--- config.mk ---
export PLATFORM = sky130hd
export DESIGN_NAME = audio_chan_port
export DESIGN_NICKNAME = d
export VERILOG_FILES = /design/src/rtl/acp_pkg.sv /design/src/rtl/acp_bus_decode.sv /design/src/rtl/acp_shift_fifo.sv /design/src/rtl/acp_frame_tx.sv /design/src/rtl/audio_chan_port.sv
export SDC_FILE = /design/constraint.sdc
export NUM_CORES = 1
export LEC_CHECK = 0
export ABC_AREA = 1
export CAP_MARGIN = 40
export CORE_ASPECT_RATIO = 0.75
export CORE_MARGIN = 1
export CORE_UTILIZATION = 55
export DETAILED_ROUTE_END_ITERATION = 8
export DONT_BUFFER_PORTS = 1
export PLACE_DENSITY = 0.7
export RECOVER_POWER = 25
export SLEW_MARGIN = 10
export SYNTH_ARGS = -nofsm -noshare
export SYNTH_HDL_FRONTEND = slang
export SYNTH_SLANG_ARGS = --single-unit
--- constraint.sdc ---
create_clock -name clk -period 2.21 [get_ports clk]
set_input_delay 0.442 -clock clk [delete_from_list [all_inputs] [get_ports clk]]
set_output_delay 0.442 -clock clk [all_outputs]
set_load 0.005 [all_outputs]
--- src/rtl/acp_pkg.sv ---
package acp_pkg;
   typedef struct packed {
      logic rd;
      logic wr;
   } acc_t;

   localparam int unsigned ACP_BUS_W  = 32;
   localparam int unsigned ACP_DATA_W = 16;
endpackage

--- src/rtl/acp_bus_decode.sv ---
module acp_bus_decode #(
   parameter int unsigned ADDR_W    = 8,
   parameter logic [ADDR_W-1:0] PORT_ADDR = 8'h80
) (
   input  logic              bus_cs,
   input  logic              bus_we,
   input  logic [ADDR_W-1:0] bus_addr,
   output acp_pkg::acc_t     acc
);
   logic hit;

   if (ADDR_W < 1) begin : g_bad_addr
      $error("acp_bus_decode: ADDR_W must be at least 1");
   end

   assign hit    = bus_cs && (bus_addr == PORT_ADDR);
   assign acc.rd = hit && !bus_we;
   assign acc.wr = hit && bus_we;
endmodule

--- src/rtl/acp_shift_fifo.sv ---
module acp_shift_fifo #(
   parameter int unsigned W     = 16,
   parameter int unsigned DEPTH = 8
) (
   input  logic         clk,
   input  logic         rst_n,
   input  logic         flush,
   input  logic         push,
   input  logic [W-1:0] push_data,
   input  logic         pop,
   output logic [W-1:0] head_data,
   output logic         head_valid,
   output logic         accept,
   output logic         full
);
   localparam int unsigned TOP = DEPTH - 1;

   logic [DEPTH-1:0] vld;
   logic [DEPTH-1:0] vld_n;
   logic [DEPTH-1:0] free;
   logic [DEPTH-1:0] take_above;
   logic [W-1:0]     slot_q [DEPTH];
   logic             load_top;

   if (DEPTH < 2) begin : g_bad_depth
      $error("acp_shift_fifo: DEPTH must be at least 2");
   end
   if (W < 1) begin : g_bad_width
      $error("acp_shift_fifo: W must be at least 1");
   end

   // free[i]: slot i is empty after this edge unless refilled from above
   always_comb begin
      free[0] = !vld[0] || pop;
      for (int i = 1; i < DEPTH; i++) begin
         free[i] = !vld[i] || free[i-1];
      end
   end

   assign load_top = push && free[TOP];

   always_comb begin
      for (int i = 0; i < TOP; i++) begin
         take_above[i] = vld[i+1] && free[i];
         vld_n[i]      = take_above[i] || (vld[i] && !free[i]);
      end
      take_above[TOP] = load_top;
      vld_n[TOP]      = load_top || (vld[TOP] && !free[TOP]);
   end

   always_ff @(posedge clk or negedge rst_n) begin
      if (!rst_n) begin
         vld <= '0;
      end else if (flush) begin
         vld <= '0;
      end else begin
         vld <= vld_n;
      end
   end

   always_ff @(posedge clk or negedge rst_n) begin
      if (!rst_n) begin
         for (int i = 0; i < DEPTH; i++) slot_q[i] <= '0;
      end else begin
         for (int i = 0; i < TOP; i++) begin
            if (take_above[i]) slot_q[i] <= slot_q[i+1];
         end
         if (load_top) slot_q[TOP] <= push_data;
      end
   end

   assign head_data  = slot_q[0];
   assign head_valid = vld[0];
   assign accept     = free[TOP];
   assign full       = &vld;

   // a pop with a sample waiting in slot 1 brings that sample to the bottom
   p_pop_shift_r1: assert property (@(posedge clk) disable iff (!rst_n)
      (pop && vld[0] && vld[1] && !flush) |=> (vld[0] && slot_q[0] == $past(slot_q[1])));

   // a full queue that is not popped keeps its top sample
   p_full_hold_r11: assert property (@(posedge clk) disable iff (!rst_n)
      (full && !pop && !flush) |=> (vld[TOP] && slot_q[TOP] == $past(slot_q[TOP])));

   // flush leaves every slot empty
   p_flush_empty_r8: assert property (@(posedge clk) disable iff (!rst_n)
      flush |=> (vld == '0));
endmodule

--- src/rtl/acp_frame_tx.sv ---
module acp_frame_tx #(
   parameter int unsigned FRAME_W   = 64,
   parameter int unsigned DATA_W    = 16,
   parameter int unsigned SLOT_LSB  = 48,
   parameter bit          MSB_FIRST = 1'b1
) (
   input  logic              clk,
   input  logic              rst_n,
   input  logic              flush,
   input  logic              frame_start,
   input  logic              ser_tick,
   input  logic              smp_valid,
   input  logic [DATA_W-1:0] smp_data,
   output logic              take,
   output logic              sdout
);
   logic [FRAME_W-1:0] sreg;
   logic [FRAME_W-1:0] load_val;

   if (SLOT_LSB + DATA_W > FRAME_W) begin : g_bad_slot
      $error("acp_frame_tx: sample slot exceeds the frame");
   end
   if (FRAME_W < 2) begin : g_bad_frame
      $error("acp_frame_tx: FRAME_W must be at least 2");
   end

   always_comb begin
      load_val = '0;
      if (smp_valid) load_val[SLOT_LSB +: DATA_W] = smp_data;
   end

   assign take = frame_start && smp_valid && !flush;

   if (MSB_FIRST) begin : g_msb
      always_ff @(posedge clk or negedge rst_n) begin
         if (!rst_n) begin
            sreg <= '0;
         end else if (flush) begin
            sreg <= '0;
         end else if (frame_start) begin
            sreg <= load_val;
         end else if (ser_tick) begin
            sreg <= {sreg[FRAME_W-2:0], 1'b0};
         end
      end
      assign sdout = sreg[FRAME_W-1];

      // one tick advances the output by exactly one frame bit
      p_tick_shift_r10: assert property (@(posedge clk) disable iff (!rst_n)
         (ser_tick && !frame_start && !flush) |=> (sdout == $past(sreg[FRAME_W-2])));
   end else begin : g_lsb
      always_ff @(posedge clk or negedge rst_n) begin
         if (!rst_n) begin
            sreg <= '0;
         end else if (flush) begin
            sreg <= '0;
         end else if (frame_start) begin
            sreg <= load_val;
         end else if (ser_tick) begin
            sreg <= {1'b0, sreg[FRAME_W-1:1]};
         end
      end
      assign sdout = sreg[0];

      p_tick_shift_r10: assert property (@(posedge clk) disable iff (!rst_n)
         (ser_tick && !frame_start && !flush) |=> (sdout == $past(sreg[1])));
   end

   // a frame started with nothing queued is all zeros
   p_empty_frame_r9: assert property (@(posedge clk) disable iff (!rst_n)
      (frame_start && !smp_valid && !flush) |=> (sreg == '0));

   // with no tick and no frame start the output holds
   p_idle_hold_r10: assert property (@(posedge clk) disable iff (!rst_n)
      (!ser_tick && !frame_start && !flush) |=> $stable(sdout));
endmodule

--- src/rtl/audio_chan_port.sv ---
module audio_chan_port #(
   parameter int unsigned ADDR_W    = 8,
   parameter logic [ADDR_W-1:0] PORT_ADDR = 8'h80,
   parameter int unsigned BUS_W     = acp_pkg::ACP_BUS_W,
   parameter int unsigned DATA_W    = acp_pkg::ACP_DATA_W,
   parameter int unsigned DEPTH     = 8,
   parameter int unsigned FRAME_W   = 64,
   parameter int unsigned SLOT_LSB  = 48,
   parameter bit          MSB_FIRST = 1'b1
) (
   input  logic              clk,
   input  logic              rst_n,
   input  logic              en,
   input  logic              bus_cs,
   input  logic              bus_we,
   input  logic [ADDR_W-1:0] bus_addr,
   input  logic [BUS_W-1:0]  bus_wdata,
   output logic [BUS_W-1:0]  bus_rdata,
   input  logic              rx_push,
   input  logic [DATA_W-1:0] rx_sample,
   input  logic              frame_start,
   input  logic              ser_tick,
   output logic              sdout,
   output logic              rx_not_empty,
   output logic              tx_not_full,
   output logic              tx_ovf,
   output logic              rx_unf
);
   localparam int unsigned PAD_W = BUS_W - DATA_W;

   acp_pkg::acc_t     acc;
   logic              flush;
   logic              rx_head_vld, rx_accept, rx_full;
   logic [DATA_W-1:0] rx_head;
   logic              tx_head_vld, tx_accept, tx_full;
   logic [DATA_W-1:0] tx_head;
   logic              tx_take;
   logic              rd_go, wr_go;

   if (DATA_W >= BUS_W) begin : g_bad_bus
      $error("audio_chan_port: DATA_W must be narrower than BUS_W");
   end

   assign flush = !en;
   assign rd_go = acc.rd && en;
   assign wr_go = acc.wr && en;

   acp_bus_decode #(
      .ADDR_W   (ADDR_W),
      .PORT_ADDR(PORT_ADDR)
   ) u_dec (
      .bus_cs  (bus_cs),
      .bus_we  (bus_we),
      .bus_addr(bus_addr),
      .acc     (acc)
   );

   acp_shift_fifo #(
      .W    (DATA_W),
      .DEPTH(DEPTH)
   ) u_rxq (
      .clk       (clk),
      .rst_n     (rst_n),
      .flush     (flush),
      .push      (rx_push && en),
      .push_data (rx_sample),
      .pop       (rd_go),
      .head_data (rx_head),
      .head_valid(rx_head_vld),
      .accept    (rx_accept),
      .full      (rx_full)
   );

   acp_shift_fifo #(
      .W    (DATA_W),
      .DEPTH(DEPTH)
   ) u_txq (
      .clk       (clk),
      .rst_n     (rst_n),
      .flush     (flush),
      .push      (wr_go),
      .push_data (bus_wdata[DATA_W-1:0]),
      .pop       (tx_take),
      .head_data (tx_head),
      .head_valid(tx_head_vld),
      .accept    (tx_accept),
      .full      (tx_full)
   );

   acp_frame_tx #(
      .FRAME_W  (FRAME_W),
      .DATA_W   (DATA_W),
      .SLOT_LSB (SLOT_LSB),
      .MSB_FIRST(MSB_FIRST)
   ) u_ftx (
      .clk        (clk),
      .rst_n      (rst_n),
      .flush      (flush),
      .frame_start(frame_start),
      .ser_tick   (ser_tick),
      .smp_valid  (tx_head_vld),
      .smp_data   (tx_head),
      .take       (tx_take),
      .sdout      (sdout)
   );

   always_ff @(posedge clk or negedge rst_n) begin
      if (!rst_n) begin
         bus_rdata <= '0;
      end else if (flush) begin
         bus_rdata <= '0;
      end else if (rd_go) begin
         bus_rdata <= {{PAD_W{1'b0}}, (rx_head_vld ? rx_head : {DATA_W{1'b0}})};
      end
   end

   always_ff @(posedge clk or negedge rst_n) begin
      if (!rst_n) begin
         tx_ovf <= 1'b0;
         rx_unf <= 1'b0;
      end else if (flush) begin
         tx_ovf <= 1'b0;
         rx_unf <= 1'b0;
      end else begin
         if (wr_go && !tx_accept) tx_ovf <= 1'b1;
         if (rd_go && !rx_head_vld) rx_unf <= 1'b1;
      end
   end

   assign rx_not_empty = rx_head_vld;
   assign tx_not_full  = !tx_full;

   // reserved read bits never carry data
   p_rsvd_zero_r2: assert property (@(posedge clk) disable iff (!rst_n)
      bus_rdata[BUS_W-1:DATA_W] == '0);

   // a write refused by a full queue raises the overflow flag
   p_ovf_set_r6: assert property (@(posedge clk) disable iff (!rst_n)
      (en && acc.wr && !tx_not_full && !frame_start) |=> tx_ovf);

   // the overflow flag persists while enabled
   p_ovf_sticky_r6: assert property (@(posedge clk) disable iff (!rst_n)
      (en && tx_ovf) |=> tx_ovf);

   // reading an empty queue flags underflow and returns zero
   p_unf_set_r7: assert property (@(posedge clk) disable iff (!rst_n)
      (en && acc.rd && !rx_not_empty) |=> (rx_unf && bus_rdata == '0));

   // disable clears every queue, flag and output
   p_disable_clear_r8: assert property (@(posedge clk) disable iff (!rst_n)
      !en |=> (!rx_not_empty && tx_not_full && !tx_ovf && !rx_unf && !sdout && bus_rdata == '0));
endmodule

==> impl.org, run 1 <==
** Timing
- The final number of hold-violating endpoints is 306.
- Setup repair after global routing left no endpoint under its margin.
- Fmax :: 0.508 GHz
- In the final timing run, aggregate negative setup slack is 0 ns.
- Post-route clock period utilization :: 0.890
- Period minus WS final :: 1.97 ns
- On the final layout, the worst hold slack is -0.404 ns.
- The count of pins over their slew limit was 0.
- Final setup viols :: 0
- For the final database, setup skew stands at 0.0137 ns.
- For the pin with the worst max-slew slack, the measured transition is 0.780 ns.
- After layout, the worst setup slack is 0.243 ns.
- Worst slew margin relative to its limit :: 0.476

** Drt
- For this block, the via count after detailed routing is 7432.
- Drc violations :: 0
- Routed signal wires occupy layers up through met4.
- Avg Vias per Cell :: 4.91
- Number of violations reported at the end of detailed-routing iteration 0 :: 534
- The detailed router put a total of 11400 µm of wire on met1.
- In the detailed route, the total length drawn on met3 is 930 µm.
- Detailed-routing iteration count for the pre-antenna-repair pass :: 5
- Number of nets with antenna violations after routing :: 0
- Routed wire per std cell :: 13.3 µm
- Detail Route met2 WL :: 7510 µm
- Aggregate routed wire length :: 20200 µm

** Critical path
- Counting buffers and inverters, the worst setup path is 3 cells deep.
- Startpoint Class :: register
- Type of the setup path with the least slack :: reg2out
- At the worst endpoint, the arrival time is 1.53 ns.
- Counting both buffers and inverters, the worst setup path holds a total of 1.
- Flop-to-flop setup slack :: 0.28 ns
- The number of cells on the worst reg-to-reg path is 12.
- The signal on the critical path passes through inv_1, nor4_2, nand4_1.
- Element type at the critical path end :: output port
- In this design, the largest share of critical-path delay is due to simple AND/OR/NAND/NOR gates.
- For this design, the slowest cell found on the critical path is dfrtp_1.
- Along the worst path, the maximum fanout reaches 3.
- Largest stage delay on the critical path :: 0.38 ns
- At the worst endpoint, the required time is 1.77 ns.

** Global routing
- The first global-routing pass estimated 34000 µm of wire.
- For this run, the total global-route usage over all layers was measured as 0.181.
- Total congestion overflow :: 0
- Entering global routing, the biggest net connects 307 pins.
- Initial antenna violation count :: 0
- The number of global-route vias before repair came to 6813.

** Clocking
- The number of setup buffers added after CTS is 0.
- CTS HTree Levels :: 1
- Clock latency reported for the late side of the worst-skew pair :: 0.55 ns
- After clock tree synthesis, the clock-pin slew on the worst setup and hold paths is 0.06 ns.
- Number of clock buffers inserted by TritonCTS :: 30
- The clock passes through at most 3 buffers.
- TritonCTS built the clock tree.
- In this run the clock root is driven by a clkbuf_16.
- Num Clock Sinks :: 306

** Power
- Maximum VDD drop :: 604 µV
- The analysis attributes to cell leakage a power of 6.84 nW.
- Tot Pwr :: 12.3 mW
- For this design the ratio of total power to cell area is 927 nW/µm².

** Place
- At the end of routability-driven placement, the weighted congestion stood at 0.744.
- Once detailed placement completed, the half-perimeter wirelength came to 12300 µm.
- Cell area reported after detailed placement :: 12200 µm²
- Timing analysis after detailed placement gives a worst setup slack of -0.0510 ns.
- Number of buffers inserted by port buffering :: 0

** Layout
- Area used by multi-input combinational logic :: 3550 µm²
- In the final layout, the share of cells above drive strength 1 is 0.114.
- Count of filler cells inserted in the layout :: 1847
- The finished cells cover 13200 µm².
- Compared with the post-synthesis result, the final layout area differs by 10.0%.
- Number of antenna diodes :: 0
- Across the whole layout, storage elements account for 7660 µm².
- Number of nets in the layout :: 1266

** Floorplanning
- Die height :: 130 µm
- In this run the horizontal extent of the chip is 173 µm.
- Initial cell density of the core :: 0.565
- The floorplan has 46 rows.
- The floorplan step defined a die boundary enclosing 22500 µm².
- IO Count :: 101
- Placeable Area :: 21300 µm²

** Status
- Run status :: finished with violations
- The checks that failed: hold timing.

** Yosys
- In the synthesized netlist, the number of instances is 1208.
- Distinct cell type count after synthesis :: 36
- Avg Inst Size Synth :: 9.96 µm²
- Post-synthesis register bit count :: 306
- Cell area after technology mapping :: 12000 µm²
- During synthesis, Yosys emitted a total of 0 warnings.
- For this run, the register share of the synthesized area comes to 0.637.

** Hold path
- Class of the tightest hold or removal check :: in2async

** Flow run
- Max-cap violations :: 0
[power breakdown]
group | leakage (nW) | total [mW] | internal (mW) | switching, mW
clock network | 0.508 | 5.04 | 2.96 | 2.08
registers | 3.71 | 6.52 | 6.23 | 0.292
logic | 2.62 | 0.705 | 0.301 | 0.404
[per-layer routing]
| metal | GRT usage | vias up |
|---|---|---|
| met4 | 0.0416 | 0 |
| li1 | - | 3838 |
| met1 | 0.301 | 3408 |
| met5 | 0 | - |
| met3 | 0.0329 | 24 |
| met2 | 0.244 | 162 |
[layout make-up]
class | instances | share of cell area
inverters | 129 | 0.0366
flip-flops and latches | 306 | 0.579
repair buffers | 21 | 0.0134
clock inverters | 7 | 0.00397
well taps | 288 | 0.0272
clock buffers | 48 | 0.0724
multi-input cells | 714 | 0.268
[metrics by stage]
stage                     utilization  instances
final                           0.622       1513
after global routing            0.622       1513
after CTS                       0.620       1512
after detailed placement        0.572       1457
after global placement          0.572       1456
after floorplan                     -       1223
[cells by family after synthesis]
kind of cell / after synthesis / synth area share
buffers and inverters: 204 / 0.0768
other: 1 / 0.000312
AND/OR/NAND/NOR: 425 / 0.153
AO/OA/AOI/OAI: 246 / 0.109
flip-flops: 306 / 0.637
multiplexers: 26 / 0.0243
[repair_timing]
item	in CTS	in global routing
endpoints found under the hold margin	306	306
resized for setup	0	3
setup endpoints to repair	0	10
[path summary, 6_finish.rpt]
check / startpoint / to
max: u_txq.vld[5]$_DFF_PN0_ / tx_not_full
min: rst_n / bus_rdata[10]$_DFFE_PN0P_
max reg2reg: u_txq.vld[2]$_DFF_PN0_ / u_txq.slot_q[2]$_DFFE_PN0P_
min reg2reg: u_rxq.slot_q[29]$_DFFE_PN0P_ / u_rxq.slot_q[29]$_DFFE_PN0P_
max in group asynchronous: rst_n / u_txq.slot_q[88]$_DFFE_PN0P_
min in group clk: rx_sample[15] / u_rxq.slot_q[15]$_DFFE_PN0P_
[cell usage in the layout, fill, tap and decap left out, types with 19 or more instances in the layout]
cell | netlist | final
a21oi_1 | 115 | 115
buf_4 | 18 | 19
clkbuf_16 | 0 | 30
dfrtp_1 | 306 | 306
inv_1 | 126 | 126
mux2_2 | 26 | 26
nand2_1 | 204 | 204
nand3_1 | 79 | 79
nor2_1 | 118 | 118
o21ai_0 | 106 | 106
[cells in the mapped netlist]
library cell,n,area share
a21oi_2,14,0.010
nand3_2,1,0.00083
nand2_1,204,0.064
mux2_2,26,0.024
buf_8,2,0.0025
nor2_4,2,0.0019
nand4_1,1,0.00052
a22oi_1,4,0.0025
buf_2,18,0.0075
inv_2,2,0.00062
o21ai_0,106,0.044
nand4_4,2,0.0035
nor4_2,1,0.0010
nand3_1,79,0.033
o21ai_1,1,0.00042
or2_1,1,0.00052
nor2_1,118,0.037
inv_1,126,0.039
nor3_4,1,0.0014
buf_6,6,0.0056
buf_1,5,0.0016
nand2_4,3,0.0028
a32o_1,1,0.00083
nor4_1,1,0.00052
nand4_2,2,0.0021
nand2_2,6,0.0031
dfrtp_1,306,0.64
o21ai_2,2,0.0015
o21a_1,1,0.00062
conb_1,1,0.00031
clkbuf_1,26,0.0081
o22ai_1,2,0.0010
clkinv_1,1,0.00031
buf_4,18,0.011
a21oi_1,115,0.048
nor2_2,3,0.0016
[flip-flops by register name (all words and copies together) (netlist names)]
name             cells
bus_rdata           16
rx_unf               1
tx_ovf               1
u_ftx.sreg          16
u_rxq.head_data     16
u_rxq.slot_q       112
u_rxq.vld            8
u_txq.head_data     16
u_txq.slot_q       112
u_txq.vld            8
(Power assumes the default switching activity.)
==> run 2, diff against run 1 <==
--- a/config.mk
+++ b/config.mk
@@ -10,9 +10,10 @@
 export CORE_ASPECT_RATIO = 0.75
 export CORE_MARGIN = 1
 export CORE_UTILIZATION = 55
+export CTS_BUF_LIST = sky130_fd_sc_hd__clkbuf_16
 export DETAILED_ROUTE_END_ITERATION = 8
 export DONT_BUFFER_PORTS = 1
-export PLACE_DENSITY = 0.7
+export PLACE_DENSITY = 0.73
 export RECOVER_POWER = 25
 export SLEW_MARGIN = 10
 export SYNTH_ARGS = -nofsm -noshare
==> constraint.sdc (replaced) <==
create_clock -name clk -period 1.6 [get_ports clk]
set_input_delay 0.32 -clock clk [delete_from_list [all_inputs] [get_ports clk]]
set_output_delay 0.32 -clock clk [all_outputs]
set_load 0.005 [all_outputs]
==> run 2 against run 1 <==
Compared with the run above: first-iteration DRC count rose by 8.6%; the run ends with hold timing, setup timing left; final cell count rose by 5.4%; critical path type unchanged; critical path depth did not move; die area did not move.
==> impl.org, run 2 (synthesis gave the netlist of run 1 again) <==
** Timing
- Period minus WS final :: 1.82 ns
- The final total negative setup slack is -4.94 ns (was 0 ns).
- Hold Fails Final Rpt :: 306 (unchanged)
- Worst clock skew :: 0.0159 ns (was 0.0137 ns)
- The worst setup margin is -0.217 ns (was 0.243 ns).
- Final Max Slew Viols :: 0 (unchanged)
- The pin slew with the least headroom to its limit came to 0.543 ns (was 0.780 ns).
- Of the available clock period, the critical path in the final layout requires 1.14.
- Worst hold slack after final layout :: -0.514 ns (was -0.404 ns)
- For this run, the top clock speed supported by timing is 0.550 GHz.
- Setup repair after global routing missed its margin :: true (was false)
- The remaining max-slew budget at the tightest pin came to 0.638 (was 0.476).
- Final setup viols :: 38 (was 0)

** Critical path
- Flop-to-flop setup slack :: -0.21 ns (was 0.28 ns)
- Reg2reg start :: u_txq.vld[1]$_DFF_PN0_ (was u_txq.vld[2]$_DFF_PN0_)
- Worst path required time :: 1.28 ns (was 1.77 ns)
- The number of cells on the worst reg-to-reg path came to 13 (was 12).
- Type of the setup path with the least slack :: reg2out (unchanged)
- Reg2reg end :: u_txq.slot_q[14]$_DFFE_PN0P_ (was u_txq.slot_q[2]$_DFFE_PN0P_)
- The critical path data arrival time is 1.50 ns (was 1.53 ns).
- The critical path capture point type was an output port (unchanged).
- The critical-path maximum fanout was 2 (was 3).
- The sort of element at the start of the critical path is a register (unchanged).

** Layout
- Most common library cell in the layout ignoring fill and taps :: dfrtp_1 (unchanged)
- The layout cell share with drive strength beyond 1 is 0.158 (was 0.114).
- Most used cells in the layout excluding fill and tap cells :: 305 x dfrtp_1, 199 x nand2_1, 127 x inv_1 (was 306 x dfrtp_1, 204 x nand2_1, 126 x inv_1)
- The multi-input gate area in the final layout was 3700 µm² (was 3550 µm²).
- Top Registers :: u_rxq.slot_q (112), u_txq.slot_q (112) (unchanged)
- Number of nets in the layout :: 1348 (was 1266)
- The area overhead of the layout relative to synthesis came to 19.0% (was 10.0%).
- Number of standard cells in the final layout excluding fillers :: 1594 (was 1513)
- Flip-flop and latch area :: 7660 µm² (about the same)
- The number of diodes added for antenna fixing came to 0 (unchanged).
- The number of inserted filler cells in the final layout came to 1596 (was 1847).
- Fin area :: 14300 µm² (was 13200 µm²)
- Final Util :: 0.672 (was 0.622)

** Floorplanning
- Die height :: 130 µm (unchanged)
- Die outline width :: 173 µm (unchanged)
- Placeable Area :: 21300 µm² (unchanged)
- The number of I/O pins is 101 (unchanged).
- Number of standard-cell rows in the floorplan :: 46 (unchanged)
- Initial cell density of the core :: 0.565 (unchanged)
- The total die area came to 22500 µm² (unchanged).

** Clocking
- The number of buffers inserted during clock tree synthesis was 29 (was 30).
- The CTS tree is done (unchanged).
- Clock root buffer :: clkbuf_16 (unchanged)
- The number of hold buffers added after CTS was 35.
- The clock transition at the registers of the reported paths came to 0.06 ns (about the same).
- The maximum level of the CTS H-tree came to 1 (unchanged).
- The maximum number of buffers from clock root to sink came to 3 (unchanged).
- The insertion delay of the later-clocked pin in the worst-skew pair was 0.54 ns (was 0.55 ns).
- Num Clock Sinks :: 306 (unchanged)

** Global routing
- The maximum number of pins on one net before global-route repair is 307 (unchanged).
- Vias in the first global route :: 7491 (was 6813)
- The remaining global-route overflow was 0 (unchanged).
- The initial antenna violation count came to 0 (unchanged).
- The global-route wire length before repair was 36800 µm (was 34000 µm).
- All-layer global routing usage :: 0.197 (was 0.181)

** Drt
- The DRC violation count after routing was 0 (unchanged).
- Total vias in the final route :: 7964 (was 7432)
- The detailed router's first-iteration violation count was 580 (was 534).
- The count of antenna-violating nets left after detailed routing was 0 (unchanged).
- Avg Vias per Cell :: 5.00 (was 4.91)
- The average detailed-routed wire length per instance was 13.9 µm (was 13.3 µm).
- Detailed-routing iteration count for the pre-antenna-repair pass :: 5 (unchanged)
- Aggregate routed wire length :: 22100 µm (was 20200 µm)

** Place
- Final Wtd Congestion :: 0.777 (was 0.744)
- Number of buffers inserted by port buffering :: 0 (unchanged)
- Final HPWL DP :: 12800 µm (was 12300 µm)
- Place WS :: -0.209 ns (was -0.0510 ns)
- Cell area reported after detailed placement :: 12600 µm² (was 12200 µm²)
- Number of placed instances with taps included :: 1487 (was 1457)

** Power
- The largest vdd supply drop was 698 µV (was 604 µV).
- Tot Pwr :: 16.5 mW (was 12.3 mW)
- The total power density per cell area came to 1160 nW/µm² (was 927 nW/µm²).
- The leakage power total was 7.38 nW (was 6.84 nW).

** Status
- Run status: finished with violations (unchanged).
- Violated checks: hold timing, setup timing (was hold timing).

** Flow run
- The number of max-capacitance violations reported is 0 (unchanged).

** Hold path
- The type of the most critical hold path is in2async (unchanged).
-- run 2: cell count changes in the layout (fill, tap and decap cells not counted), sizes merged --
cell         before  now
dlygate4sd3       0   35
bufinv            0    2
inv             129  132
buf              21   63
clkinv            7   19
nand2           213  214
clkbuf           48   35
nand4             6    5
-- run 2: what timing repair did --
| action | CTS | global route |
|---|---|---|
| endpoints found under the setup margin | 96 | 96 |
| resized for setup | 31 | 27 |
| cloned | 1 | 8 |
| endpoints found under the hold margin | 359 | 306 |
| setup buffers | 6 | 4 |
| pin swaps | 4 | 5 |
-- run 2: worst max path at each step --
stage / startpoint / end / slack, ns / cells past startpoint
4_1_cts: u_txq.vld[6]$_DFF_PN0_ / tx_not_full / -0.20 / 3
2_1_floorplan: bus_addr[1] / bus_rdata[10]$_DFFE_PN0P_ / -0.02 / 6
6_report: u_txq.vld[6]$_DFF_PN0_ / tx_not_full / -0.22 / 3
5_1_grt: u_txq.vld[1]$_DFF_PN0_ / u_txq.slot_q[14]$_DFFE_PN0P_ / -0.31 / 13
3_5_place_dp: bus_addr[1] / u_rxq.slot_q[45]$_DFFE_PN0P_ / -0.21 / 10
3_3_place_gp: bus_addr[1] / u_rxq.slot_q[106]$_DFFE_PN0P_ / -0.13 / 7
-- run 2: cell type report --
class,count,share of cell area
inverter,129,0.0338
multi-input combinational,714,0.258
clock buffer,29,0.0507
timing repair buffer,104,0.0860
sequential,306,0.535
clock inverter,24,0.0113
tap,288,0.0252
-- run 2: report_power, final --
| group | leakage (nW) | switching, mW | internal, mW |
|---|---|---|---|
| logic | 3.21 | 0.609 | 0.494 |
| clock network | 0.460 | 2.82 | 3.61 |
| registers | 3.71 | 0.413 | 8.60 |
-- run 2: worst max-delay path, stage by stage (launching register included) --
cell	delay [ns]
dfrtp_1	0.37
inv_2	0.07
nor4_4	0.28
nand4_1	0.24
-- run 2: per-layer routing --
metal  vias up  GRT usage  wire length [µm]
li1       4009          -                 -
met1      3772      0.311             11600
met2       152      0.286              9220
met3        31     0.0323               870
met4         0     0.0463               386
met5         -          0                 0
==> run 3, diff against run 2 <==
--- a/config.mk
+++ b/config.mk
@@ -19,3 +19,4 @@
 export SYNTH_ARGS = -nofsm -noshare
 export SYNTH_HDL_FRONTEND = slang
 export SYNTH_SLANG_ARGS = --single-unit
+export TNS_END_PERCENT = 20
==> run 3 against run 2 <==
Compared with the run above: sequential power about the same; clock skew decreased by 0.0042 ns; fmax decreased by 4.4%; critical endpoint is now u_txq.slot_q[14]$_DFFE_PN0P_; final cell count decreased by 0.13%; global-route usage increased by 0.51 points; clock power increased by 4.8%; critical path depth increased by 10; largest power group unchanged; worst hold slack got worse by 0.013 ns; core utilization decreased by 0.52 points; count of clock-buffer cells in the layout increased by 1; the run still ends with hold timing, setup timing left.
==> impl.org, run 3 (synthesis gave the netlist of run 1 again) <==
** Status
- Run status :: finished with violations (unchanged)
- Violated checks :: hold timing, setup timing (unchanged)

** Flow run
- Max-cap violations :: 0 (unchanged)

** Clocking
- The maximum level of the CTS H-tree came to 1 (unchanged).
- The number of buffers inserted by hold repair at cts is 36 (was 35).
- Number of clock buffers inserted by TritonCTS :: 30 (was 29)
- CTS tree :: done (unchanged)
- Clock root buffer :: clkbuf_16 (unchanged)
- Maximum clock insertion buffer count :: 3 (unchanged)
- Num Clock Sinks :: 306 (unchanged)
- The insertion delay of the later-clocked pin in the worst-skew pair was 0.55 ns (was 0.54 ns).
- Clock Pin Slew Worst Setup and Hold Paths :: 0.06 ns (about the same)

** Global routing
- The global-route wire length before repair is 37500 µm (was 36800 µm).
- The number of global-route vias before repair was 7501 (was 7491).
- The initial antenna violation count is 0 (unchanged).
- The maximum number of pins on one net before global-route repair was 307 (unchanged).
- The global router's overall resource usage came to 0.202 (was 0.197).
- Total congestion overflow :: 0 (unchanged)

** Drt
- The total number of vias came to 7947 (was 7964).
- Aggregate routed wire length :: 22000 µm (was 22100 µm)
- The count of antenna-violating nets left after detailed routing is 0 (unchanged).
- Drc violations :: 0 (unchanged)
- The detailed router's first-iteration violation count came to 640 (was 580).
- The first-pass detailed-route iteration total is 4 (was 5).
- Routed wire per std cell :: 13.8 µm (was 13.9 µm)
- Avg Vias per Cell :: 4.99 (was 5.00)

** Timing
- The final clock skew is 0.0117 ns (was 0.0159 ns).
- Hold Fails Final Rpt :: 306 (unchanged)
- Worst slew margin relative to its limit :: 0.632 (was 0.638)
- Setup repair after global routing missed its margin: true (unchanged).
- The minimum clock period after layout is 1.90 ns (was 1.82 ns).
- The fmax came to 0.526 GHz (was 0.550 GHz).
- Final setup viols :: 34 (was 38)
- The count of pins over their slew limit is 0 (unchanged).
- The ratio of final minimum period to clock period is 1.19 (was 1.14).
- The worst hold slack after final layout came to -0.528 ns (was -0.514 ns).
- The worst setup margin came to -0.300 ns (was -0.217 ns).
- Worst-Margin Slew :: 0.553 ns (was 0.543 ns)

** Place
- The number of input and output port buffers inserted came to 0 (unchanged).
- The final HPWL from detailed placement is 12700 µm (was 12800 µm).
- The placer congestion estimate was 0.735 (was 0.777).

** Floorplanning
- Die height :: 130 µm (unchanged)
- IO Count :: 101 (unchanged)
- Die outline width :: 173 µm (unchanged)
- The total die area is 22500 µm² (unchanged).
- Placeable Area :: 21300 µm² (unchanged)
- The total number of placement rows came to 46 (unchanged).
- Initial cell density of the core :: 0.565 (unchanged)

** Critical path
- Startpoint Class :: register (unchanged)
- Worst setup path startpoint :: u_txq.vld[0]$_DFF_PN0_ (was u_txq.vld[6]$_DFF_PN0_)
- The critical path capture point type is a register (was output port).
- The combined buffer and inverter count along the critical path is 4 (was 1).
- Arrival @ worst endpoint :: 2.33 ns (was 1.50 ns)
- The largest stage delay on the critical path came to 0.39 ns (was 0.37 ns).
- The source of the worst register-to-register timing path is u_txq.vld[0]$_DFF_PN0_ (was u_txq.vld[1]$_DFF_PN0_).
- The required time of the critical path is 2.03 ns (was 1.28 ns).
- Highest fanout seen on the critical path :: 8 (was 2)
- CP cell instances :: nand2_4, nor2_4, inv_2, nor2_2, inv_2, nor2_4, nand2_2, nor2_4, nand2_4, nand4_4, buf_12, buf_16, a21oi_2 (was inv_2, nor4_4, nand4_1)
- The cell that appears most often on the critical path is nor2_4.
- Library cell contributing the largest single delay on the critical path :: dfrtp_1 (unchanged)
- The kind of cell adding the most delay to the critical path is simple AND/OR/NAND/NOR gates (unchanged).
- The type of the setup path with the least slack was reg2reg (was reg2out).

** Hold path
- The type of the most critical hold path is in2async (unchanged).

** Layout
- Top Registers :: u_rxq.slot_q (112), u_txq.slot_q (112) (unchanged)
- Synth-to-layout area growth :: 18.1% (was 19.0%)
- Most used cells in the layout excluding fill and tap cells :: 306 x dfrtp_1, 202 x nand2_1, 127 x inv_1 (was 305 x dfrtp_1, 199 x nand2_1, 127 x inv_1)
- Number of antenna diodes :: 0 (unchanged)
- The count of nets after finishing came to 1344 (was 1348).
- The commonest non-fill, non-tap cell in the layout is dfrtp_1 (unchanged).
- Fraction of final layout cells with drive strength greater than 1 :: 0.138 (was 0.158)
- The final design utilization came to 0.667 (was 0.672).

** Power
- Maximum VDD drop :: 877 µV (was 698 µV)
- The leakage power total was 7.32 nW (was 7.38 nW).
- Total power per unit cell area :: 1190 nW/µm² (was 1160 nW/µm²)
- Tot Pwr :: 16.8 mW (was 16.5 mW)
-- run 3: final timing paths --
check                      slack [ns]                           end  cells after the start
setup reg to reg                -0.30  u_txq.slot_q[14]$_DFFE_PN0P_                     13
hold / removal                  -0.53     bus_rdata[13]$_DFFE_PN0P_                      0
setup / recovery                -0.30  u_txq.slot_q[14]$_DFFE_PN0P_                     13
max in group asynchronous        1.65  u_rxq.slot_q[77]$_DFFE_PN0P_                      0
hold reg to reg                  0.47  u_rxq.slot_q[18]$_DFFE_PN0P_                      2
min in group clk                 0.05    u_ftx.sreg[61]$_DFFE_PN0P_                      3
-- run 3: power by group --
group	switching (mW)	internal (mW)	total [mW]
Sequential	0.413	8.60	9.02
Combinational	0.605	0.490	1.10
Clock	2.85	3.87	6.73
-- run 3: metal layers --
layer,global-route usage,vias to the layer above,wire length (µm)
li1,-,3997,-
met1,0.324,3762,11800
met2,0.290,162,8940
met3,0.0361,26,1020
met4,0.0390,0,308
met5,0,-,0
-- run 3: what timing repair did --
| action | CTS | global route |
|---|---|---|
| endpoints found under the hold margin | 360 | 306 |
| endpoints found under the setup margin | 42 | 111 |
| resized for setup | 9 | 19 |
| buffers inserted | 7 | 5 |
| gates cloned | 3 | 3 |
| pin swaps | 15 | 9 |
-- run 3: cell type report --
| type | count | area, µm² |
|---|---|---|
| Clock inverter | 26 | 196 |
| Tap cell | 288 | 360 |
| Sequential cell | 306 | 7660 |
| Timing Repair Buffer | 100 | 1170 |
| Inverter | 129 | 484 |
| Multi-Input combinational cell | 713 | 3590 |
| Clock buffer | 30 | 751 |
| Fill cell | 1618 | 7090 |
-- run 3: per-stage QoR --
step,hold WS (ns),setup TNS [ns],area [µm²],worst slack (ns),std cells
2_1_floorplan,0.0244,-0.690,12100,-0.0290,1223
3_3_place_gp,0.0308,-12.08,12500,-0.189,1482
3_5_place_dp,0.0294,-16.77,12500,-0.232,1482
4_1_cts,-0.554,-8.48,14000,-0.287,1584
5_1_grt,-0.547,-11.09,14200,-0.350,1592
6_report,-0.528,-6.86,14200,-0.300,1592
-- run 3: worst register-to-register path: cells and delay by family, from the launching register on --
family                 cells  cell delay, ns
DFF                        1            0.39
and+or+nand+nor            8            0.93
buffers and inverters      4            0.40
AOI/OAI and AO/OA          1            0.06
